### config.mk
export PLATFORM = sky130hd
export DESIGN_NAME = scanline_irq_ctr
export DESIGN_NICKNAME = d
export VERILOG_FILES = /design/src/rtl/scanline_irq_pkg.sv /design/src/rtl/a12_edge_filter.sv /design/src/rtl/irq_reg_port.sv /design/src/rtl/line_down_counter.sv /design/src/rtl/scanline_irq_ctr.sv
export SDC_FILE = /design/constraint.sdc
export NUM_CORES = 1
export LEC_CHECK = 0
export ABC_AREA = 1
export BUFFER_PORTS_ARGS = -buffer_cell sky130_fd_sc_hd__buf_2
export CORE_MARGIN = 5
export CORE_UTILIZATION = 35
export CTS_CLUSTER_DIAMETER = 100
export DETAILED_ROUTE_END_ITERATION = 7
export PLACE_DENSITY_LB_ADDON = 0.2
export SLEW_MARGIN = 10
export SYNTH_ARGS = -nofsm -noshare
export SYNTH_HDL_FRONTEND = slang
export SYNTH_SLANG_ARGS = --single-unit
### constraint.sdc
create_clock -name clk -period 1.5 [get_ports clk]
set_input_delay 0.15 -clock clk [delete_from_list [all_inputs] [get_ports clk]]
set_output_delay 0.15 -clock clk [all_outputs]
set_load 0.005 [all_outputs]
### src/rtl/scanline_irq_pkg.sv
package scanline_irq_pkg;
  // reg_sel[1] picks the group, reg_sel[0] the even/odd function
  typedef enum logic [1:0] {
    FN_RELOAD_VAL = 2'b00,
    FN_RELOAD_REQ = 2'b01,
    FN_IRQ_OFF    = 2'b10,
    FN_IRQ_ON     = 2'b11
  } reg_fn_e;
endpackage

### src/rtl/a12_edge_filter.sv
module a12_edge_filter #(
  parameter int LOW_MIN = 16,
  parameter int TMR_W   = $clog2(LOW_MIN + 2)
) (
  input  logic clk,
  input  logic rst_n,
  input  logic pa12,
  output logic tick
);
  localparam logic [TMR_W-1:0] TMR_MAX = {TMR_W{1'b1}};
  localparam logic [TMR_W-1:0] TMR_MIN = TMR_W'(LOW_MIN);

  logic             pa12_q;
  logic [TMR_W-1:0] low_q, low_n;

  always_comb begin
    if (pa12)                 low_n = '0;
    else if (low_q == TMR_MAX) low_n = low_q;
    else                      low_n = low_q + 1'b1;
  end

  // edge counts only after a long enough low stretch
  assign tick = pa12 && !pa12_q && (low_q > TMR_MIN);

  always_ff @(posedge clk or negedge rst_n) begin
    if (!rst_n) begin
      pa12_q <= 1'b1;
      low_q  <= TMR_MAX;   // saturated so first edge counts
    end else begin
      pa12_q <= pa12;
      low_q  <= low_n;
    end
  end
endmodule

### src/rtl/irq_reg_port.sv
module irq_reg_port
  import scanline_irq_pkg::*;
#(
  parameter int CNT_W = 8
) (
  input  logic             clk,
  input  logic             rst_n,
  input  logic             wr_en,
  input  logic [1:0]       sel,
  input  logic [CNT_W-1:0] wdata,
  output logic [CNT_W-1:0] reload_val,
  output logic             irq_en,
  output logic             req_stb,
  output logic             off_stb
);
  logic             val_we, on_stb;
  logic [CNT_W-1:0] reload_n;
  logic             en_n;

  always_comb begin
    val_we  = wr_en && (reg_fn_e'(sel) == FN_RELOAD_VAL);
    req_stb = wr_en && (reg_fn_e'(sel) == FN_RELOAD_REQ);
    off_stb = wr_en && (reg_fn_e'(sel) == FN_IRQ_OFF);
    on_stb  = wr_en && (reg_fn_e'(sel) == FN_IRQ_ON);
    reload_n = val_we ? wdata : reload_val;
    en_n = irq_en;
    if (on_stb)  en_n = 1'b1;
    if (off_stb) en_n = 1'b0;
  end

  always_ff @(posedge clk or negedge rst_n) begin
    if (!rst_n) begin
      reload_val <= '0;
      irq_en     <= 1'b0;
    end else begin
      reload_val <= reload_n;
      irq_en     <= en_n;
    end
  end
endmodule

### src/rtl/line_down_counter.sv
module line_down_counter #(
  parameter int CNT_W = 8
) (
  input  logic             clk,
  input  logic             rst_n,
  input  logic             tick,
  input  logic [CNT_W-1:0] reload_val,
  input  logic             req_stb,
  input  logic             off_stb,
  input  logic             irq_en,
  output logic [CNT_W-1:0] cnt,
  output logic             irq
);
  logic             pend_q, pend_n, irq_n;
  logic [CNT_W-1:0] cnt_n;

  always_comb begin
    cnt_n  = cnt;
    pend_n = pend_q;
    irq_n  = irq;
    if (tick) begin
      if ((cnt == '0) || pend_q) begin
        cnt_n  = reload_val;
        pend_n = 1'b0;
      end else begin
        cnt_n = cnt - 1'b1;
      end
      if ((cnt != '0) && (cnt_n == '0) && irq_en) irq_n = 1'b1;
    end
    if (req_stb) pend_n = 1'b1;
    if (off_stb) irq_n  = 1'b0;
  end

  always_ff @(posedge clk or negedge rst_n) begin
    if (!rst_n) begin
      cnt    <= '0;
      pend_q <= 1'b0;
      irq    <= 1'b0;
    end else begin
      cnt    <= cnt_n;
      pend_q <= pend_n;
      irq    <= irq_n;
    end
  end
endmodule

### src/rtl/scanline_irq_ctr.sv
module scanline_irq_ctr #(
  parameter int CNT_W   = 8,
  parameter int LOW_MIN = 16
) (
  input  logic             clk,
  input  logic             rst_n,
  input  logic             reg_wr_en,
  input  logic [1:0]       reg_sel,
  input  logic [CNT_W-1:0] reg_wdata,
  input  logic             pa12,
  output logic             irq_o
);
  localparam int TMR_W = $clog2(LOW_MIN + 2);

  logic             tick, irq_en, req_stb, off_stb;
  logic [CNT_W-1:0] reload_val, cnt;

  a12_edge_filter #(.LOW_MIN(LOW_MIN), .TMR_W(TMR_W)) u_filt (
    .clk(clk), .rst_n(rst_n), .pa12(pa12), .tick(tick)
  );

  irq_reg_port #(.CNT_W(CNT_W)) u_regs (
    .clk(clk), .rst_n(rst_n), .wr_en(reg_wr_en), .sel(reg_sel),
    .wdata(reg_wdata), .reload_val(reload_val), .irq_en(irq_en),
    .req_stb(req_stb), .off_stb(off_stb)
  );

  line_down_counter #(.CNT_W(CNT_W)) u_cnt (
    .clk(clk), .rst_n(rst_n), .tick(tick), .reload_val(reload_val),
    .req_stb(req_stb), .off_stb(off_stb), .irq_en(irq_en),
    .cnt(cnt), .irq(irq_o)
  );
endmodule

After elaboration in Yosys (flattened, before gate mapping)
Cells that the tools add are included.
W data, S select, Z words.
{"block": "totals", "input_bits": 14, "out_inout_bits": 1, "ff_bits": 25}
{"block": "op_classes", "order_cmp": 1, "addsub": 2, "n_eq_ne": 5, "n_reduce_logical": 21, "muxes": 12}
{"op": "$logic_not A8 Y1", "n": 2}
{"op": "$mux W8", "n": 2}
{"op": "$mux W5", "n": 2}
{"op": "$reduce_bool A2 Y1", "n": 5}
{"op": "$logic_and A1 B1 Y1", "n": 8}
{"op": "$mux W1", "n": 8}
{"op": "$reduce_bool A8 Y1", "n": 1}
{"op": "$sub A8 B1 Y8 const B", "n": 1}
{"op": "$add A5 B1 Y5 const B", "n": 1}
{"op": "$eq A5 B5 Y1 const B", "n": 1}
{"op": "$gt A5 B5 Y1 const B", "n": 1}
{"op": "$eq A2 B2 Y1 const B", "n": 2}
{"op": "$reduce_and A2 Y1", "n": 2}
{"op": "$eq A2 B1 Y1 const B", "n": 1}
{"op": "$logic_not A2 Y1", "n": 1}
{"op": "$ne A2 B2 Y1 const B", "n": 1}
{"op": "$logic_not A1 Y1", "n": 1}
{"op": "$logic_or A1 B1 Y1", "n": 1}

Logic depth before layout (Yosys ltp)
{"block": "depth", "depth_word": 10, "ltp_mapped": 11, "ltp_nobuf": 11}

Modules after synthesis
Synthesis repeated with hierarchy kept, for this count alone.
{"block": "unflattened", "cells_unflattened": 194, "area_unflattened_um2": 1468.9}
{"mod": "line_down_counter", "area_per_inst_um2": 752.0, "cells_each": 113, "n_inst": 1, "seq_area_each_um2": 250.2}
{"mod": "irq_reg_port", "area_per_inst_um2": 379.1, "cells_each": 42, "n_inst": 1, "seq_area_each_um2": 225.2}
{"mod": "a12_edge_filter", "area_per_inst_um2": 337.8, "cells_each": 39, "n_inst": 1, "seq_area_each_um2": 157.7}

Worst setup path after synthesis
Ideal clock, no wire load.
{"block": "synth_path", "path_type": "register to register", "start": "register u_filt.low_q[0]", "end": "register u_filt.low_q[3]", "t_arrival_ns": 1.482, "setup_time_ns": 0.073, "path_slack_ns": -0.055, "path_stages_with_launch": 11, "period_less_slack_ns": 1.555, "path_cell_list": "dfstp_2 ha_1 nand2_1 nor2_1 ha_1 inv_1 nor2_1 inv_1 nand4_1 o21ai_0 a21oi_1"}
{"block": "synth_via", "elab_chain_cells": 3, "elab_cells_between_ends": 5}
{"element": "start: declaration", "line": "a12_edge_filter.sv:14", "rtl": "logic [TMR_W-1:0] low_q, low_n;"}
{"element": "start signal: assignment", "line": "a12_edge_filter.sv:31", "rtl": "low_q <= low_n;"}
{"element": "$add A5 B1 Y5", "line": "a12_edge_filter.sv:19", "rtl": "else low_n = low_q + 1'b1;"}
{"element": "$mux W5", "line": "a12_edge_filter.sv:18", "rtl": "else if (low_q == TMR_MAX) low_n = low_q;"}
{"element": "$mux W5", "line": "a12_edge_filter.sv:17", "rtl": "if (pa12) low_n = '0;"}
Parallel ways exist; a longest one is shown, timed or not. The select of a mux whose other input is x is not followed.
A chain may end at the register's enable or synchronous reset.

Worst setup path after layout
{"block": "layout_path", "start": "register u_filt.low_q[1]", "end": "register u_cnt.cnt[3]"}
{"block": "layout_via", "elab_chain_cells": 2}
{"element": "$gt A5 B5 Y1", "line": "a12_edge_filter.sv:23", "rtl": "assign tick = pa12 && !pa12_q && (low_q > TMR_MIN);"}
{"element": "$logic_and A1 B1 Y1", "line": "a12_edge_filter.sv:23"}
{"element": "end signal: assignment", "line": "line_down_counter.sv:40", "rtl": "cnt <= cnt_n;"}
{"element": "end: declaration", "line": "line_down_counter.sv:11", "rtl": "output logic [CNT_W-1:0] cnt,"}
No other way between the ends.

==> results.txt <==
----------------------------------------------------
[Run status]
  Status ... finished, violations left
  Failing checks ... negative setup slack

[Cells and area]
  Number of inserted filler cells in the final layout ... 343
  Ratio of cells with drive above 1 in the final layout ... roughly two fifths
  Area taken by multi-input logic gates ... 717 µm²
  Fin nets ... 241
  Number of inserted diodes ... 0
  Seq. cell area ... between 600 and 700 µm²
  Final std cells w/o fill ... around 270
  Synthesis-to-layout area growth ... 43.1%

[Die]
  Die Y ... 72.1 µm
  Top-level I/O count ... 15
  Starting utilization of the core area ... 36.6%
  Die Width ... 72.1 µm
  Die Outline Area ... 0.00520 mm²
  Standard cell core area ... approximately 0.0037 mm²
  Row count ... 22

[Timing]
  Ratio of final minimum period to clock period ... 110%
  Final max-slew violation count ... 0
  Final Skew ... 2.42 ps
  Minimum clock period after layout ... 1650 ps
  Final number of hold-violating endpoints ... 0
  RSZ-0062 raised after global routing ... yes
  Total negative setup slack ... -1370 ps
  Max Clk Rate ... 0.608 GHz
  Final worst slack ... -146 ps
  Count of final setup violators ... 15
  Worst relative slew slack ... 60.6%
  Worst-margin pin slew ... 590 ps

[Worst hold path]
  Worst min-delay path class ... input port to flop

[Synthesis]
  Fraction of synthesized cell area in xor and xnor cells ... 1.30%
  Most common cell in the netlist ... sky130_fd_sc_hd__nand2_1
  Synthesized Nets ... 187
  Commonest cells in the synthesized netlist ... sky130_fd_sc_hd__nand2_1 (41), sky130_fd_sc_hd__inv_1 (22), sky130_fd_sc_hd__nor2_1 (22)
  Mean area per synthesized cell ... 8.04 µm²
  Number of different library cells in the post-synthesis netlist ... 21
  Dominant combinational cell family by area after synthesis ... simple AND/OR/NAND/NOR gates
  Fraction of the mapped netlist area in compound gates ... 10.2%
  Number of flops mapped to enable cells by yosys ... 0
  Cell area after technology mapping ... roughly 0.0014 mm²
  Portion of the post-synthesis area used by sequential elements ... 46.9%
  Dominant register cell in the synthesized netlist ... sky130_fd_sc_hd__dfrtp_1
  Adder and majority gate portion of the synthesized area ... 4.63%
  Share of cell area taken by muxes after synthesis ... 4.17%
  Top cells by area in the synthesized netlist ... sky130_fd_sc_hd__dfrtp_1 (35%), sky130_fd_sc_hd__dfstp_2 (12%), sky130_fd_sc_hd__nand2_1 (11%)
  Synthesis warning total ... 0
  Post-synthesis cell count ... 168
  Post-synthesis async set-or-reset flop share ... 100%
  Cell type contributing the most total cell area after synthesis ... sky130_fd_sc_hd__dfrtp_1
  Synthesized-area fraction occupied by and/or/nand/nor cells ... 26.0%
  Area share of the largest cell type after synthesis ... 35.2%
  Yosys reg bits ... 25

[Global route]
  Remaining global-route overflow ... 0
  Number of global-route vias before repair ... about 1300
  Antenna violations before repair ... 0
  Overall routing resource usage ... 13.8%
  First-pass GRT wire length ... between 5 and 6 mm
  Largest net degree at the start of global routing ... 26

[Power]
  Leakage power ... approximately 0.00094 µW
  Maximum ir drop on the vdd rail ... 0.642 mV
  Total power per unit cell area ... 733 mW/mm²

[Drt]
  Number of remaining DRC errors ... 0
  Wirelength per Cell ... around 13 µm
  ANT nets after route ... 0
  First-pass iteration count of the detailed router ... 4
  Final routed wirelength across all metal layers ... 3.40 mm
  Vias after detailed routing ... 1291
  Drt initial violations ... 73
  Via-to-Cell Ratio ... 4.80

[CTS]
  Clock latency reported for the late side of the worst-skew pair ... 270 ps
  Number of clock sinks ... 25
  Clock tree from TritonCTS ... yes
  Clock H-tree levels ... 1
  Clock tree buffer depth ... 2
  Worst-path clk slew ... 90 ps
  Library cell used as clock root buffer ... sky130_fd_sc_hd__clkbuf_8
  Number of buffers created by CTS ... 3

[Critical path]
  Crit path arrival time ... 1830 ps
  Category of the most critical setup path ... flop to flop
  Highest fanout seen on the critical path ... 11
  Setup slack of the worst register-to-register path ... -150 ps
  Startpoint class of the critical path ... flop
  Required @ worst endpoint ... 1690 ps
  Endpoint class of the critical path ... flop

[Placed design]
  Quantity of I/O buffers inserted on ports ... 14
  Total half-perimeter wirelength after legalization and detailed placement ... 2.25 mm
  Cell Count Post-Placement ... approximately 250
  Final estimated routing congestion in global placement ... 0.855

[Job]
  MaxCap Viol Count ... 0

----------------------------------------------------
-- where the power goes --
group          switching, µW  internal (µW)
logic                    119            133
registers               31.1            730
clock network            215            190
total                    365           1050
-- through the flow --
step	setup slack, ps	power, µW	hold WS, ps	utilization, %	area (µm²)
2_1_floorplan	-55.5	865	-146	-	1350
3_3_place_gp	-131	970	180	44.5	1640
3_5_place_dp	-245	980	187	44.5	1640
4_1_cts	-154	1410	5.15	49.2	1820
5_1_grt	-268	1490	109	52.4	1930
6_report	-146	1420	110	52.4	1930
-- worst paths after layout --
check                                      from                   end  depth (start not counted)
max                             u_filt.low_q[1]          u_cnt.cnt[3]                         10
min                                reg_wdata[3]  u_regs.reload_val[3]                          2
max reg2reg                     u_filt.low_q[1]          u_cnt.cnt[3]                         10
min reg2reg                u_regs.reload_val[1]  u_regs.reload_val[1]                          2
max in group asynchronous                 rst_n          u_cnt.cnt[4]                          2
min in group asynchronous                 rst_n          u_cnt.cnt[2]                          2
-- sequential cells by signal, indices dropped and copies added (netlist names) --
register,count
u_filt.low_q,5
u_regs.reload_val,8
u_cnt.pend_q,1
u_cnt.irq,1
u_cnt.cnt,8
u_regs.irq_en,1
u_filt.pa12_q,1
-- logic make-up (layout without fill, tap and decap cells) --
| group | Yosys count | in the layout |
|---|---|---|
| and+or+nand+nor | 83 | 83 |
| DFF | 25 | 25 |
| AOI/OAI and AO/OA | 24 | 24 |
| buffers and inverters | 24 | 77 |
| adders and majority gates | 5 | 5 |
| muxes | 5 | 5 |
| xor gates and xnor gates | 2 | 2 |
-- critical path: stages, from the launching register on --
cell	delay (ps)
sky130_fd_sc_hd__dfstp_2	600
sky130_fd_sc_hd__buf_6	120
sky130_fd_sc_hd__inv_4	30
sky130_fd_sc_hd__ha_4	150
sky130_fd_sc_hd__nand3_2	60
sky130_fd_sc_hd__buf_4	100
sky130_fd_sc_hd__nand3_1	100
sky130_fd_sc_hd__inv_2	100
sky130_fd_sc_hd__buf_12	120
sky130_fd_sc_hd__nor2_1	40
sky130_fd_sc_hd__a31oi_1	150
-- routing by layer --
metal	track usage (%)	wire, µm
met1	17.1	1500
met4	6.47	100
met2	23.9	1690
met5	0	0
met3	1.52	111
-- area by class of cell --
| class | count | share of cell area, % |
|---|---|---|
| well taps | 48 | 3.10 |
| inverters | 22 | 4.53 |
| repair buffers | 51 | 20.2 |
| multi-input cells | 119 | 37.1 |
| clock buffers | 4 | 2.33 |
| flip-flops and latches | 25 | 32.7 |
-- repair_timing --
action                     CTS  global route
hold buffers                 1             1
pin swaps                   13            13
setup buffers                8             9
setup endpoints to repair   10            15
resized for setup           22            20
hold endpoints to repair    19             1
-- placed cells by master, fill, tap and decap left out --
cell	synthesis	layout
sky130_fd_sc_hd__nand2_2	1	4
sky130_fd_sc_hd__nand4_1	2	2
sky130_fd_sc_hd__clkbuf_1	0	1
sky130_fd_sc_hd__nand2_1	41	36
sky130_fd_sc_hd__nand3_1	13	12
sky130_fd_sc_hd__buf_6	0	7
sky130_fd_sc_hd__buf_4	0	27
sky130_fd_sc_hd__buf_12	0	1
sky130_fd_sc_hd__a31oi_1	2	2
sky130_fd_sc_hd__inv_1	22	15
sky130_fd_sc_hd__nand2_4	0	2
sky130_fd_sc_hd__clkbuf_8	0	3
sky130_fd_sc_hd__dfrtp_1	19	19
sky130_fd_sc_hd__dfstp_2	6	6
sky130_fd_sc_hd__nand3b_1	1	1
sky130_fd_sc_hd__ha_4	0	3
sky130_fd_sc_hd__o21ai_2	0	1
sky130_fd_sc_hd__o21ai_1	1	5
sky130_fd_sc_hd__inv_2	0	5
sky130_fd_sc_hd__o21ai_4	1	1
sky130_fd_sc_hd__ha_2	0	1
sky130_fd_sc_hd__a21oi_1	7	7
sky130_fd_sc_hd__nand3_2	0	1
sky130_fd_sc_hd__ha_1	5	1
sky130_fd_sc_hd__dlygate4sd3_1	0	2
sky130_fd_sc_hd__nor2_2	2	1
sky130_fd_sc_hd__buf_2	2	14
sky130_fd_sc_hd__mux2_2	5	5
sky130_fd_sc_hd__a21oi_2	1	1
sky130_fd_sc_hd__nor2_4	1	4
sky130_fd_sc_hd__inv_4	0	2
sky130_fd_sc_hd__xnor2_1	2	2
sky130_fd_sc_hd__o21ai_0	12	7
sky130_fd_sc_hd__nor2_1	22	20
Power figures use the tool's default switching activity.
